[src/rtl/cc_pkg.sv]
package cc_pkg;
  typedef enum logic [1:0] {CC_OFF = 2'd0, CC_CAPTURE = 2'd1, CC_COMPARE = 2'd2, CC_PWM = 2'd3} cc_mode_e;
  typedef enum logic [1:0] {EDG_RISE = 2'd0, EDG_FALL = 2'd1, EDG_BOTH = 2'd2, EDG_LEVEL = 2'd3} cc_edge_e;
  typedef enum logic [1:0] {EV_EVERY = 2'd0, EV_SECOND = 2'd1, EV_RISE = 2'd2, EV_FALL = 2'd3} cc_evt_e;
  typedef enum logic [1:0] {ACT_NONE = 2'd0, ACT_TOGGLE = 2'd1, ACT_CLEAR = 2'd2, ACT_SET = 2'd3} cc_act_e;
  typedef enum logic [1:0] {WSEL_VALUE = 2'd0, WSEL_BUFFER = 2'd1, WSEL_FLAGCLR = 2'd2, WSEL_RSVD = 2'd3} cc_wsel_e;

  function automatic logic apply_act(input logic cur, input cc_act_e act);
    case (act)
      ACT_TOGGLE: apply_act = ~cur;
      ACT_CLEAR:  apply_act = 1'b0;
      ACT_SET:    apply_act = 1'b1;
      default:    apply_act = cur;
    endcase
  endfunction
endpackage

[src/rtl/cc_in_qual.sv]
module cc_in_qual
  import cc_pkg::*;
(
  input  logic       clk,
  input  logic       rst_n,
  input  logic       pin_in,
  input  logic       trig_in,
  input  logic       input_sel,
  input  logic       capture_en,
  input  logic [1:0] edge_sel,
  input  logic [1:0] evt_ctl,
  output logic       cap_hit,
  output logic       cap_evt
);
  logic src;
  logic sync1_q, sync2_q, prev_q, par_q, par_d;
  logic rise, fall, hit_raw;

  assign src  = input_sel ? trig_in : pin_in;
  assign rise = sync2_q & ~prev_q;
  assign fall = ~sync2_q & prev_q;

  always_comb begin
    case (cc_edge_e'(edge_sel))
      EDG_RISE: hit_raw = rise;
      EDG_FALL: hit_raw = fall;
      EDG_BOTH: hit_raw = rise | fall;
      default:  hit_raw = sync2_q;
    endcase
    cap_hit = capture_en & hit_raw;
    case (cc_evt_e'(evt_ctl))
      EV_EVERY:  cap_evt = cap_hit;
      EV_SECOND: cap_evt = cap_hit & par_q;
      EV_RISE:   cap_evt = cap_hit & rise;
      default:   cap_evt = cap_hit & fall;
    endcase
    if (!capture_en)  par_d = 1'b0;
    else if (cap_hit) par_d = ~par_q;
    else              par_d = par_q;
  end

  always_ff @(posedge clk or negedge rst_n) begin
    if (!rst_n) begin
      sync1_q <= 1'b0;
      sync2_q <= 1'b0;
      prev_q  <= 1'b0;
      par_q   <= 1'b0;
    end else begin
      sync1_q <= src;
      sync2_q <= sync1_q;
      prev_q  <= sync2_q;
      par_q   <= par_d;
    end
  end
endmodule

[src/rtl/cc_val_reg.sv]
module cc_val_reg
  import cc_pkg::*;
#(
  parameter int CNT_W = 16
) (
  input  logic             clk,
  input  logic             rst_n,
  input  logic [CNT_W-1:0] cnt_val,
  input  logic             cap_hit,
  input  logic             cmp_active,
  input  logic             upd_evt,
  input  logic             wr_en,
  input  logic [1:0]       wr_sel,
  input  logic [CNT_W-1:0] wr_data,
  output logic [CNT_W-1:0] ccv
);
  logic [CNT_W-1:0] ccv_q, ccv_d, buf_q, buf_d;
  logic             fresh_q, fresh_d, load;
  logic             wr_val, wr_buf;

  assign wr_val = wr_en && (cc_wsel_e'(wr_sel) == WSEL_VALUE);
  assign wr_buf = wr_en && (cc_wsel_e'(wr_sel) == WSEL_BUFFER);
  assign load   = cmp_active & upd_evt & fresh_q;

  always_comb begin
    ccv_d   = ccv_q;
    buf_d   = buf_q;
    fresh_d = fresh_q;
    if (cap_hit)     ccv_d = cnt_val;
    else if (wr_val) ccv_d = wr_data;
    else if (load)   ccv_d = buf_q;
    if (wr_buf) begin
      buf_d   = wr_data;
      fresh_d = 1'b1;
    end else if (load) begin
      fresh_d = 1'b0;
    end
  end

  always_ff @(posedge clk or negedge rst_n) begin
    if (!rst_n) begin
      ccv_q   <= '0;
      buf_q   <= '0;
      fresh_q <= 1'b0;
    end else begin
      ccv_q   <= ccv_d;
      buf_q   <= buf_d;
      fresh_q <= fresh_d;
    end
  end

  assign ccv = ccv_q;
endmodule

[src/rtl/cc_out_ctl.sv]
module cc_out_ctl
  import cc_pkg::*;
(
  input  logic       clk,
  input  logic       rst_n,
  input  logic       running,
  input  logic [1:0] mode,
  input  logic       cnt_up,
  input  logic       ovf_pulse,
  input  logic       unf_pulse,
  input  logic       match,
  input  logic [1:0] match_act,
  input  logic [1:0] ovf_act,
  input  logic [1:0] unf_act,
  input  logic       init_lvl,
  input  logic       out_inv,
  output logic       out_pin
);
  logic out_q, out_d;

  always_comb begin
    out_d = out_q;
    if (!running) begin
      out_d = init_lvl;
    end else begin
      case (cc_mode_e'(mode))
        CC_COMPARE: begin
          if (match)          out_d = apply_act(out_q, cc_act_e'(match_act));
          else if (ovf_pulse) out_d = apply_act(out_q, cc_act_e'(ovf_act));
          else if (unf_pulse) out_d = apply_act(out_q, cc_act_e'(unf_act));
        end
        CC_PWM: begin
          if (cnt_up) begin
            if (match)          out_d = 1'b0;
            else if (ovf_pulse) out_d = 1'b1;
          end else begin
            if (match)          out_d = 1'b1;
            else if (unf_pulse) out_d = 1'b0;
          end
        end
        default: out_d = out_q;
      endcase
    end
  end

  always_ff @(posedge clk or negedge rst_n) begin
    if (!rst_n) out_q <= 1'b0;
    else        out_q <= out_d;
  end

  assign out_pin = (running ? out_q : init_lvl) ^ out_inv;
endmodule

[src/rtl/cc_channel.sv]
module cc_channel
  import cc_pkg::*;
#(
  parameter int CNT_W = 16
) (
  input  logic             clk,
  input  logic             rst_n,
  input  logic [CNT_W-1:0] cnt_val,
  input  logic             cnt_up,
  input  logic             ovf_pulse,
  input  logic             unf_pulse,
  input  logic             running,
  input  logic             pin_in,
  input  logic             trig_in,
  input  logic             input_sel,
  input  logic [1:0]       mode,
  input  logic [1:0]       edge_sel,
  input  logic [1:0]       evt_ctl,
  input  logic [1:0]       match_act,
  input  logic [1:0]       ovf_act,
  input  logic [1:0]       unf_act,
  input  logic             init_lvl,
  input  logic             out_inv,
  input  logic             wr_en,
  input  logic [1:0]       wr_sel,
  input  logic [CNT_W-1:0] wr_data,
  output logic             out_pin,
  output logic             evt_flag,
  output logic [CNT_W-1:0] ccv
);
  logic capture_en, cmp_active, cap_hit, cap_evt, match, flag_clr;
  logic flag_q, flag_d;

  assign capture_en = (cc_mode_e'(mode) == CC_CAPTURE);
  assign cmp_active = (cc_mode_e'(mode) == CC_COMPARE) || (cc_mode_e'(mode) == CC_PWM);
  assign match      = running & cmp_active & (cnt_val == ccv);
  assign flag_clr   = wr_en && (cc_wsel_e'(wr_sel) == WSEL_FLAGCLR) && wr_data[0];

  cc_in_qual u_in (
    .clk(clk), .rst_n(rst_n), .pin_in(pin_in), .trig_in(trig_in),
    .input_sel(input_sel), .capture_en(capture_en), .edge_sel(edge_sel),
    .evt_ctl(evt_ctl), .cap_hit(cap_hit), .cap_evt(cap_evt)
  );

  cc_val_reg #(.CNT_W(CNT_W)) u_val (
    .clk(clk), .rst_n(rst_n), .cnt_val(cnt_val), .cap_hit(cap_hit),
    .cmp_active(cmp_active), .upd_evt(ovf_pulse | unf_pulse), .wr_en(wr_en),
    .wr_sel(wr_sel), .wr_data(wr_data), .ccv(ccv)
  );

  cc_out_ctl u_out (
    .clk(clk), .rst_n(rst_n), .running(running), .mode(mode), .cnt_up(cnt_up),
    .ovf_pulse(ovf_pulse), .unf_pulse(unf_pulse), .match(match),
    .match_act(match_act), .ovf_act(ovf_act), .unf_act(unf_act),
    .init_lvl(init_lvl), .out_inv(out_inv), .out_pin(out_pin)
  );

  always_comb begin
    if (cap_evt | match) flag_d = 1'b1;
    else if (flag_clr)   flag_d = 1'b0;
    else                 flag_d = flag_q;
  end

  always_ff @(posedge clk or negedge rst_n) begin
    if (!rst_n) flag_q <= 1'b0;
    else        flag_q <= flag_d;
  end

  assign evt_flag = flag_q;
endmodule

[config.mk]
export PLATFORM = sky130hd
export DESIGN_NAME = cc_channel
export DESIGN_NICKNAME = d
export VERILOG_FILES = /design/src/rtl/cc_pkg.sv /design/src/rtl/cc_in_qual.sv /design/src/rtl/cc_val_reg.sv /design/src/rtl/cc_out_ctl.sv /design/src/rtl/cc_channel.sv
export SDC_FILE = /design/constraint.sdc
export NUM_CORES = 1
export LEC_CHECK = 0
export ABC_AREA = 1
export BUFFER_PORTS_ARGS = -buffer_cell sky130_fd_sc_hd__buf_2
export CORE_ASPECT_RATIO = 0.5
export CORE_MARGIN = 2
export CORE_UTILIZATION = 28
export DETAILED_ROUTE_END_ITERATION = 12
export PLACE_DENSITY = 0.48
export SLEW_MARGIN = 10
export SYNTH_ARGS = -nofsm -noshare
export SYNTH_HDL_FRONTEND = slang
export SYNTH_SLANG_ARGS = --single-unit
[constraint.sdc]
create_clock -name clk -period 4.9 [get_ports clk]
set_clock_uncertainty 0.1 [all_clocks]
set_input_delay 0.735 -clock clk [delete_from_list [all_inputs] [get_ports clk]]
set_output_delay 0.735 -clock clk [all_outputs]
set_load 0.01 [all_outputs]
==> results.md, run 1 <==
* Synth Area in XOR/XNOR at 1.29%
* Crit. End Element: register
* Post-DP HPWL at 5620 um
* Core ar. at 9450 um^2
* WL final at 7360 um
* Fin worst setup slack at 2.55 ns
* ANT cells at 0
* Flops & latches, synth at 39
* Clock H-tree levels at 2
* FP Rows at 25
* Post-synth EDFFs at 0
* Simple-Gate Fraction of Synth Area at 29.9%
* Grt total ovfl at 0
* Largest family of logic cells by synthesized area: simple AND/OR/NAND/NOR gates
* Asr flop ratio synth at 100%
* Maxcap violations at 0
* CP max-delay cell: nand2_1
* Cell area after synthesis at 2720 um^2
* Register area at 976 um^2
* Port-buffer cells at 75
* Synth area leaders: dfrtp_1 (36%), nand2_1 (19%), inv_1 (8.0%)
* Vias at 2529
* CP cell instances: buf_2 > nor2_1 > nand2_1 > nand3b_4 > nand2_1 > o21ai_2
* Initial antenna violation count at 0
* Post-cts sizing count at 0
* Synth top area share at 35.9%
* Final Hold Fails at 0
* Chip height at 73.7 um
* RSZ-0062 raised after global routing: no
* Post-route ant nets at 0
* Vias in the first global route at 2369
* Worst path required time at 4.96 ns
* Worst VDD drop at 0.000132 V
* Pleak at 1.83 nW
* Slew Limit Fails at 0
* Clock Sinks at 39
* Fmax achieved at 426 MHz
* Data arrival time of the worst path at 2.41 ns
* Rel. slew slack at 30.5%
* Vias/cell at 4.19
* Clock Pin Slew Worst Setup and Hold Paths at 0.06 ns
* Num ports at 76
* CTS Hold Bufs at 0
* Number of fill cells at 1090
* Drt drc at 0
* WL/cell at 12.2 um
* Synth cell types at 31
* Setup CP Type: in -> reg
* Clk root buf: clkbuf_16
* Post-synthesis compound-gate area fraction at 17.5%
* P&R area growth vs syn at 21.9%
* Post-Syn Area per Cell at 6.83 um^2
* Ys flop type: dfrtp_1
* Starting DRT DRC Count at 115
* Cell mode on critical path: nand2_1
* Leading area contributor after synthesis: dfrtp_1
* Nets@finish at 532
* Worst Hold Class: reg -> reg
* Total power at 1.17 mW
* Post-synthesis sequential area ratio at 35.9%
* First-pass GRT wire length at 11800 um
* DR pass1 iterations at 4
* Setup violations, final at 0
* CTS tree: done
* Post-CTS Setup Bufs at 0
* Max Root-Sink Buffers at 2
* Adder-cell share of the synthesized area at 2.76%
* Setup tns final at 0 ns
* Setup WS pre-CTS at 2.25 ns
* Initial Util at 28.8%
* Skew-Pair Late Insertion Delay at 0.29 ns
* Setup crit start kind: input port
* Post-Synthesis Net Count at 462
* Syn Inst Count at 398
* CTS buffer count at 5
* Power per cell area at 354 nW/um^2
* Share of layout cells above drive strength 1 at 25.4%
* Fin crit period at 2.35 ns
* Final worst path period share at 47.9%
* Routability Congestion at 0.817
* Status: finished, final reports clean
* Die Wd at 143 um
* Total die area at 10600 um^2
* Commonest non-fill, non-tap cells in the layout: nand2_1 (141), buf_2 (75), inv_1 (58)
* Worst Max-Slew Pin Slew at 1.04 ns
* Worst-path maximum fanout at 33
* Mux share of post-synthesis cell area at 0.414%
* CP peak stage delay at 0.72 ns
* Largest net degree at the start of global routing at 40
* Synth warn at 0
* Most common cell after layout, fill and taps aside: nand2_1
* Multi-input logic area at 1410 um^2
* Tot GR Track Use at 14.6%
power breakdown:
part | internal [mW] | leakage, nW | switching, mW | total, mW
sequential | 0.391 | 0.489 | 0.0479 | 0.439
clock | 0.188 | 0.0669 | 0.142 | 0.330
combinational | 0.157 | 1.28 | 0.246 | 0.403
worst max-delay path: cells and delay by family:
| kind | cells | cell delay, ns |
|---|---|---|
| and+or+nand+nor | 4 | 1.49 |
| buffers and inverters | 1 | 0.10 |
| AOI/OAI and AO/OA | 1 | 0.07 |
worst paths after layout:
kind                              start        endpoint  slack, ns  cells after the start
setup / recovery              wr_sel[0]    u_val.ccv[7]       2.55                      6
hold / removal             u_in.sync1_q    u_in.sync2_q       0.25                      0
setup reg to reg           u_in.sync2_q    u_val.ccv[7]       2.61                      9
hold reg to reg            u_in.sync1_q    u_in.sync2_q       0.25                      0
max in group asynchronous         rst_n    u_val.ccv[6]       3.61                      1
min in group asynchronous         rst_n  u_val.buf_q[3]       0.50                      1
sequential cells by signal, summed over array words and instances (netlist names):
signal / flops
u_val.fresh_q: 1
u_in.prev_q: 1
u_val.buf_q: 16
u_val.ccv: 16
u_in.sync1_q: 1
u_in.par_q: 1
u_out.out_q: 1
evt_flag: 1
u_in.sync2_q: 1
area by class of cell:
cell class	instances	share of cell area (%)
multi-input combinational	284	42.6
sequential	39	29.5
timing repair buffer	75	11.3
inverter	63	7.29
tap	135	5.10
clock buffer	6	3.89
clock inverter	2	0.378
synthesized netlist by cell type, types with 5 or more instances:
library cell,instances
o21ai_2,20
ha_1,6
nor2_1,26
dfrtp_1,39
o21ai_1,13
o21ai_0,34
nand3_1,11
nand2_2,6
a21oi_1,6
inv_1,58
clkbuf_1,5
nand2_1,141
metal layers:
layer | vias to the layer above | track usage (%) | routed length [um] | share of wire (%)
met5 | - | 0 | 0 | 0
met4 | 0 | 2.61 | 51 | 0.69
met3 | 4 | 3.13 | 401 | 5.4
met2 | 53 | 21.2 | 2820 | 38
met1 | 1085 | 22.4 | 4090 | 56
li1 | 1387 | - | - | -
stage by stage:
step           cell area [um^2]  hold WS [ns]  instances  utilization, %
3_5_place_dp               3170         0.240        596            33.6
2_1_floorplan              2720         0.231        398               -
4_1_cts                    3310         0.255        604            35.1
6_report                   3310         0.254        604            35.1
5_1_grt                    3310         0.279        604            35.1
3_3_place_gp               3170         0.236        596            33.6
cells by family after synthesis:
| group | Yosys count |
|---|---|
| flip-flops | 39 |
| buffers and inverters | 75 |
| adder cells (fa/ha/maj) | 6 |
| multiplexers | 1 |
| AND/OR/NAND/NOR | 196 |
| AO/OA/AOI/OAI | 77 |
| XOR/XNOR | 4 |
No activity file was read; power rests on OpenSTA's default activity.
==> run 2: changes to the inputs <==
--- a/config.mk
+++ b/config.mk
@@ -11,7 +11,7 @@
 export CORE_MARGIN = 2
 export CORE_UTILIZATION = 28
 export DETAILED_ROUTE_END_ITERATION = 12
-export PLACE_DENSITY = 0.48
+export PLACE_DENSITY = 0.5
 export SLEW_MARGIN = 10
 export SYNTH_ARGS = -nofsm -noshare
 export SYNTH_HDL_FRONTEND = slang
==> constraint.sdc (replaced) <==
create_clock -name clk -period 2.13 [get_ports clk]
set_clock_uncertainty 0.1 [all_clocks]
set_input_delay 0.3195 -clock clk [delete_from_list [all_inputs] [get_ports clk]]
set_output_delay 0.3195 -clock clk [all_outputs]
set_load 0.01 [all_outputs]
==> run 2 against run 1 <==
Net effect: clock power grew to 2.6 times the previous value; power grew 140%; sequential power grew 130%.
==> results.md, run 2 (synthesis gave the netlist of run 1 again) <==
* Status: finished, final reports clean
* Routability Congestion at 0.799
* Power per cell area at 822 nW/um^2
* Reg2Reg Setup Slack at 0.16 ns
* Skew-Pair Late Insertion Delay at 0.28 ns
* Clock H-tree levels at 2
* Clk root buf: clkbuf_16
* Final worst path period share at 92.3%
* Initial Util at 28.8%
* Final Cell Area at 3440 um^2
* First-pass GRT wire length at 11500 um
* Chip height at 73.7 um
* Fmax achieved at 509 MHz
* WL final at 7320 um
* ANT cells at 0
* Fin crit period at 1.97 ns
* Total die area at 10600 um^2
* Starting DRT DRC Count at 130
* DR pass1 iterations at 4
* Worst VDD drop at 0.000385 V
* Drt drc at 0
* Setup tns final at 0 ns
* Core ar. at 9450 um^2
* Rel. slew slack at 56.4%
* CP cell instances: ha_1 > nor2_2 > a211o_1 > nand2_2 > nor2_4 > inv_6 > nand3b_4 > o21ai_2
* Commonest non-fill, non-tap cells in the layout: nand2_1 (141), buf_2 (75), inv_1 (58)
* Share of layout cells above drive strength 1 at 26.3%
* Slew Limit Fails at 0
* Post-DP HPWL at 5700 um
* Total power at 2.83 mW
* Tot GR Track Use at 14.1%
* Vias in the first global route at 2358
* CP peak stage delay at 0.40 ns
* Min Hold Slack at 0.170 ns
* Area after DPL at 3240 um^2
* Vias at 2574
* Reg2reg path depth at 8
* Critical Path Source: u_in.sync2_q
* Worst R2R End: u_val.ccv[15]
* RSZ-0062 raised after global routing: no
* CP max-delay cell: dfrtp_1
* Pleak at 1.90 nW
* WL/cell at 12.0 um
* Final Non-Filler Cells at 610
* Largest net degree at the start of global routing at 35
* Cell count along the critical path at 8
* Post-route ant nets at 0
* Maxcap violations at 0
* Initial antenna violation count at 0
* Grt total ovfl at 0
* CTS buffer count at 5
* Worst Max-Slew Pin Slew at 0.648 ns
* CP endpoint: u_val.ccv[15]
* Most common cell after layout, fill and taps aside: nand2_1
* Port-buffer cells at 75
* Nets@finish at 538
* Crit path buffers/inverters at 1
* Placed Instances at 600
* Die Wd at 143 um
* Worst Hold Class: in -> reg
* Setup crit start kind: register
* Post-CTS Setup Bufs at 0
* Max Root-Sink Buffers at 2
* Vias/cell at 4.22
* FP Rows at 25
* Clock Pin Slew Worst Setup and Hold Paths at 0.06 ns
* FF-to-FF Start: u_in.sync2_q
* CTS tree: done
* Setup violations, final at 0
* Num ports at 76
* Data arrival time of the worst path at 2.07 ns
* Clock Sinks at 39
* P&R area growth vs syn at 26.6%
* Crit. End Element: register
* CP top delay family: simple AND/OR/NAND/NOR gates
* Worst path required time at 2.23 ns
* Worst-path maximum fanout at 18
* Setup CP Type: reg -> reg
* Final Hold Fails at 0
## run 2: cell count changes in the layout (fill, tap and decap cells not counted), sizes merged
cell and change:
buf +4, bufinv +1, clkbuf -1, clkinv -1, dlygate4sd3 +1, inv +1, nand3b +1
## run 2: layout make-up
cell class / count / area [um^2]
sequential: 39 / 976
multi-input combinational: 285 / 1430
clock buffer: 5 / 125
timing repair buffer: 80 / 453
inverter: 63 / 241
clock inverter: 3 / 46.3
tap: 135 / 169
fill: 1083 / 6010
## run 2: per-layer routing
layer | track usage [%] | vias to the layer above | part of all wire, % | routed length [um]
met4 | 2.40 | 0 | 0.60 | 44
met1 | 20.5 | 1118 | 51 | 3710
met3 | 3.19 | 4 | 6.4 | 468
met5 | 0 | - | 0 | 0
li1 | - | 1401 | - | -
met2 | 21.8 | 51 | 42 | 3090
## run 2: worst min path at each step
stage                     cells past startpoint  slack, ns  startpoint              to
after global routing                          2       0.18     trig_in    u_in.sync1_q
after detailed placement                      1       0.20       rst_n  u_val.buf_q[1]
after CTS                                     2       0.17      pin_in    u_in.sync1_q
after floorplan                               0      -0.08       rst_n        evt_flag
after global placement                        1       0.20       rst_n  u_val.buf_q[1]
final                                         2       0.17      pin_in    u_in.sync1_q
## run 2: metrics by stage
step / setup WS, ns / util, %
floorplan: 0.305 / -
detailed placement: -0.0184 / 34.3
CTS: 0.146 / 36.4
finish: 0.163 / 36.4
global placement: 0.0307 / 34.3
global route: 0.0251 / 36.4
## run 2: power breakdown
| group | leakage [nW] | total [mW] | internal (mW) | switching, mW |
|---|---|---|---|---|
| clock network | 0.0804 | 0.874 | 0.557 | 0.317 |
| registers | 0.489 | 1.01 | 0.899 | 0.109 |
| logic | 1.33 | 0.947 | 0.380 | 0.567 |
## run 2: repair_timing
item / 4_1_cts / 5_1_grt
hold buffers: 1 / 0
setup endpoints to repair: 16 / 0
endpoints found under the hold margin: 16 / 0
gates resized for setup: 1 / 0
==> run 3: changes to the inputs <==
--- a/config.mk
+++ b/config.mk
@@ -6,12 +6,12 @@
 export NUM_CORES = 1
 export LEC_CHECK = 0
 export ABC_AREA = 1
-export BUFFER_PORTS_ARGS = -buffer_cell sky130_fd_sc_hd__buf_2
 export CORE_ASPECT_RATIO = 0.5
 export CORE_MARGIN = 2
 export CORE_UTILIZATION = 28
 export DETAILED_ROUTE_END_ITERATION = 12
-export PLACE_DENSITY = 0.5
+export DONT_BUFFER_PORTS = 1
+export PLACE_DENSITY = 0.43
 export SLEW_MARGIN = 10
 export SYNTH_ARGS = -nofsm -noshare
 export SYNTH_HDL_FRONTEND = slang
==> run 3 against run 2 <==
Net effect: via count is 11% lower; maximum frequency is 5.7% higher; flip-flop and latch count stayed put; critical path type unchanged; largest cell class unchanged; largest power group unchanged; highest routed layer unchanged.
==> results.md, run 3 (synthesis gave the netlist of run 1 again) <==
* RSZ-0062 raised after global routing: no
* Crit path buffers/inverters at 2
* Commonest non-fill, non-tap cells in the layout: nand2_1 (141), inv_1 (58), dfrtp_1 (39)
* Maxcap violations at 0
* First-pass GRT wire length at 11800 um
* Clock Pin Slew Worst Setup and Hold Paths at 0.06 ns
* Setup WS pre-CTS at 0.171 ns
* Initial Util at 28.8%
* Chip height at 73.7 um
* Max Root-Sink Buffers at 2
* Setup tns final at 0 ns
* Status: finished, final reports clean
* Routability Congestion at 0.790
* Core ar. at 9450 um^2
* Global route hottest layer: met1
* Starting DRT DRC Count at 127
* GRT met2 Usage at 21.4%
* ANT cells at 0
* WL/cell at 13.7 um
* Worst path required time at 2.25 ns
* Final Hold Fails at 0
* Most common cell after layout, fill and taps aside: nand2_1
* Final worst path period share at 87.3%
* Skew-Pair Late Insertion Delay at 0.29 ns
* WL final at 7350 um
* Slew Limit Fails at 0
* Setup CP Type: reg -> reg
* Largest net degree at the start of global routing at 40
* Die Wd at 143 um
* CP max-delay cell: dfrtp_1
* Tot GR Track Use at 15.0%
* Fin worst setup slack at 0.270 ns
* CTS buffer count at 5
* Grt total ovfl at 0
* CP cell instances: ha_1 > nor2_2 > a211o_1 > nand2_2 > nor2_4 > inv_6 > buf_12 > nand2_1 > nand2_1 > nand2_1 > o21ai_1
* Post-route ant nets at 0
* Drt drc at 0
* Num ports at 76
* CP top delay family: simple AND/OR/NAND/NOR gates
* Rel. slew slack at 74.1%
* Fin crit period at 1.86 ns
* Clk root buf: clkbuf_16
* Final Non-Filler Cells at 537
* Port-buffer cells at 0
* Vias/cell at 4.27
* DR pass1 iterations at 4
* CP peak stage delay at 0.40 ns
* Setup violations, final at 0
* Setup crit start kind: register
* Pleak at 1.59 nW
* FP Rows at 25
* Crit. End Element: register
* Worst Hold Class: in -> reg
* Post-DP HPWL at 5690 um
* Met3 usage at 3.52%
* Power per cell area at 875 nW/um^2
* Clock H-tree levels at 2
* CTS tree: done
* Clock Sinks at 39
* Post-CTS Setup Bufs at 0
* P&R area growth vs syn at 12.7%
* Cell mode on critical path: nand2_1
* Worst Max-Slew Pin Slew at 0.384 ns
* Total power at 2.68 mW
* Fmax achieved at 538 MHz
* Vias at 2295
* Initial antenna violation count at 0
* Placed Instances at 527
* Vias in the first global route at 2260
* Nets@finish at 465
* Met1 Use GR at 22.2%
* Worst VDD drop at 0.000311 V
* Data arrival time of the worst path at 1.98 ns
* Share of layout cells above drive strength 1 at 12.9%
* Worst-path maximum fanout at 29
* Total die area at 10600 um^2
run 3: metal layers:
metal | wire length [um] | vias to the layer above
met5 | 0 | -
met4 | 40 | 0
met3 | 470 | 2
met2 | 2860 | 58
met1 | 3980 | 994
li1 | - | 1241
run 3: final timing paths:
path                       slack (ns)  depth (start not counted)              to         start
max in group asynchronous        1.30                          2   u_val.ccv[10]         rst_n
min in group asynchronous        0.42                          2  u_val.buf_q[5]         rst_n
hold reg to reg                  0.25                          0    u_in.sync2_q  u_in.sync1_q
setup / recovery                 0.27                         11    u_val.ccv[0]  u_in.sync2_q
hold / removal                   0.09                          1    u_in.sync1_q        pin_in
setup reg to reg                 0.27                         11    u_val.ccv[0]  u_in.sync2_q
run 3: per-stage QoR:
stage	util, %	area, um^2	hold slack (ns)
2_1_floorplan	-	2720	-0.0761
3_3_place_gp	30.2	2850	-0.0751
3_5_place_dp	30.2	2850	-0.0750
4_1_cts	32.4	3060	0.0819
5_1_grt	32.4	3060	0.0803
6_report	32.4	3060	0.0898
run 3: final cells by class:
cell class	count	area, um^2
fillers	1056	6380
multi-input cells	284	1410
flip-flops and latches	39	976
inverters	63	241
well taps	135	169
clock buffers	5	125
repair buffers	8	98.8
clock inverters	3	43.8
run 3: timing repair:
item                                    4_1_cts  5_1_grt
hold buffers                                  2        0
endpoints found under the hold margin        39        0
resized for setup                             0        1
endpoints found under the setup margin        0        1
run 3: report_power, final:
part           internal (mW)  switching [mW]  leakage, nW
logic                  0.280           0.445         1.02
registers              0.898           0.180        0.489
clock network          0.553           0.325       0.0838
total                   1.73           0.951         1.59
run 3: worst register-to-register path: stages (launching register included):
cell	delay, ns
dfrtp_1	0.40
ha_1	0.29
nor2_2	0.04
a211o_1	0.25
nand2_2	0.10
nor2_4	0.05
inv_6	0.06
buf_12	0.19
nand2_1	0.13
nand2_1	0.07
nand2_1	0.04
o21ai_1	0.07
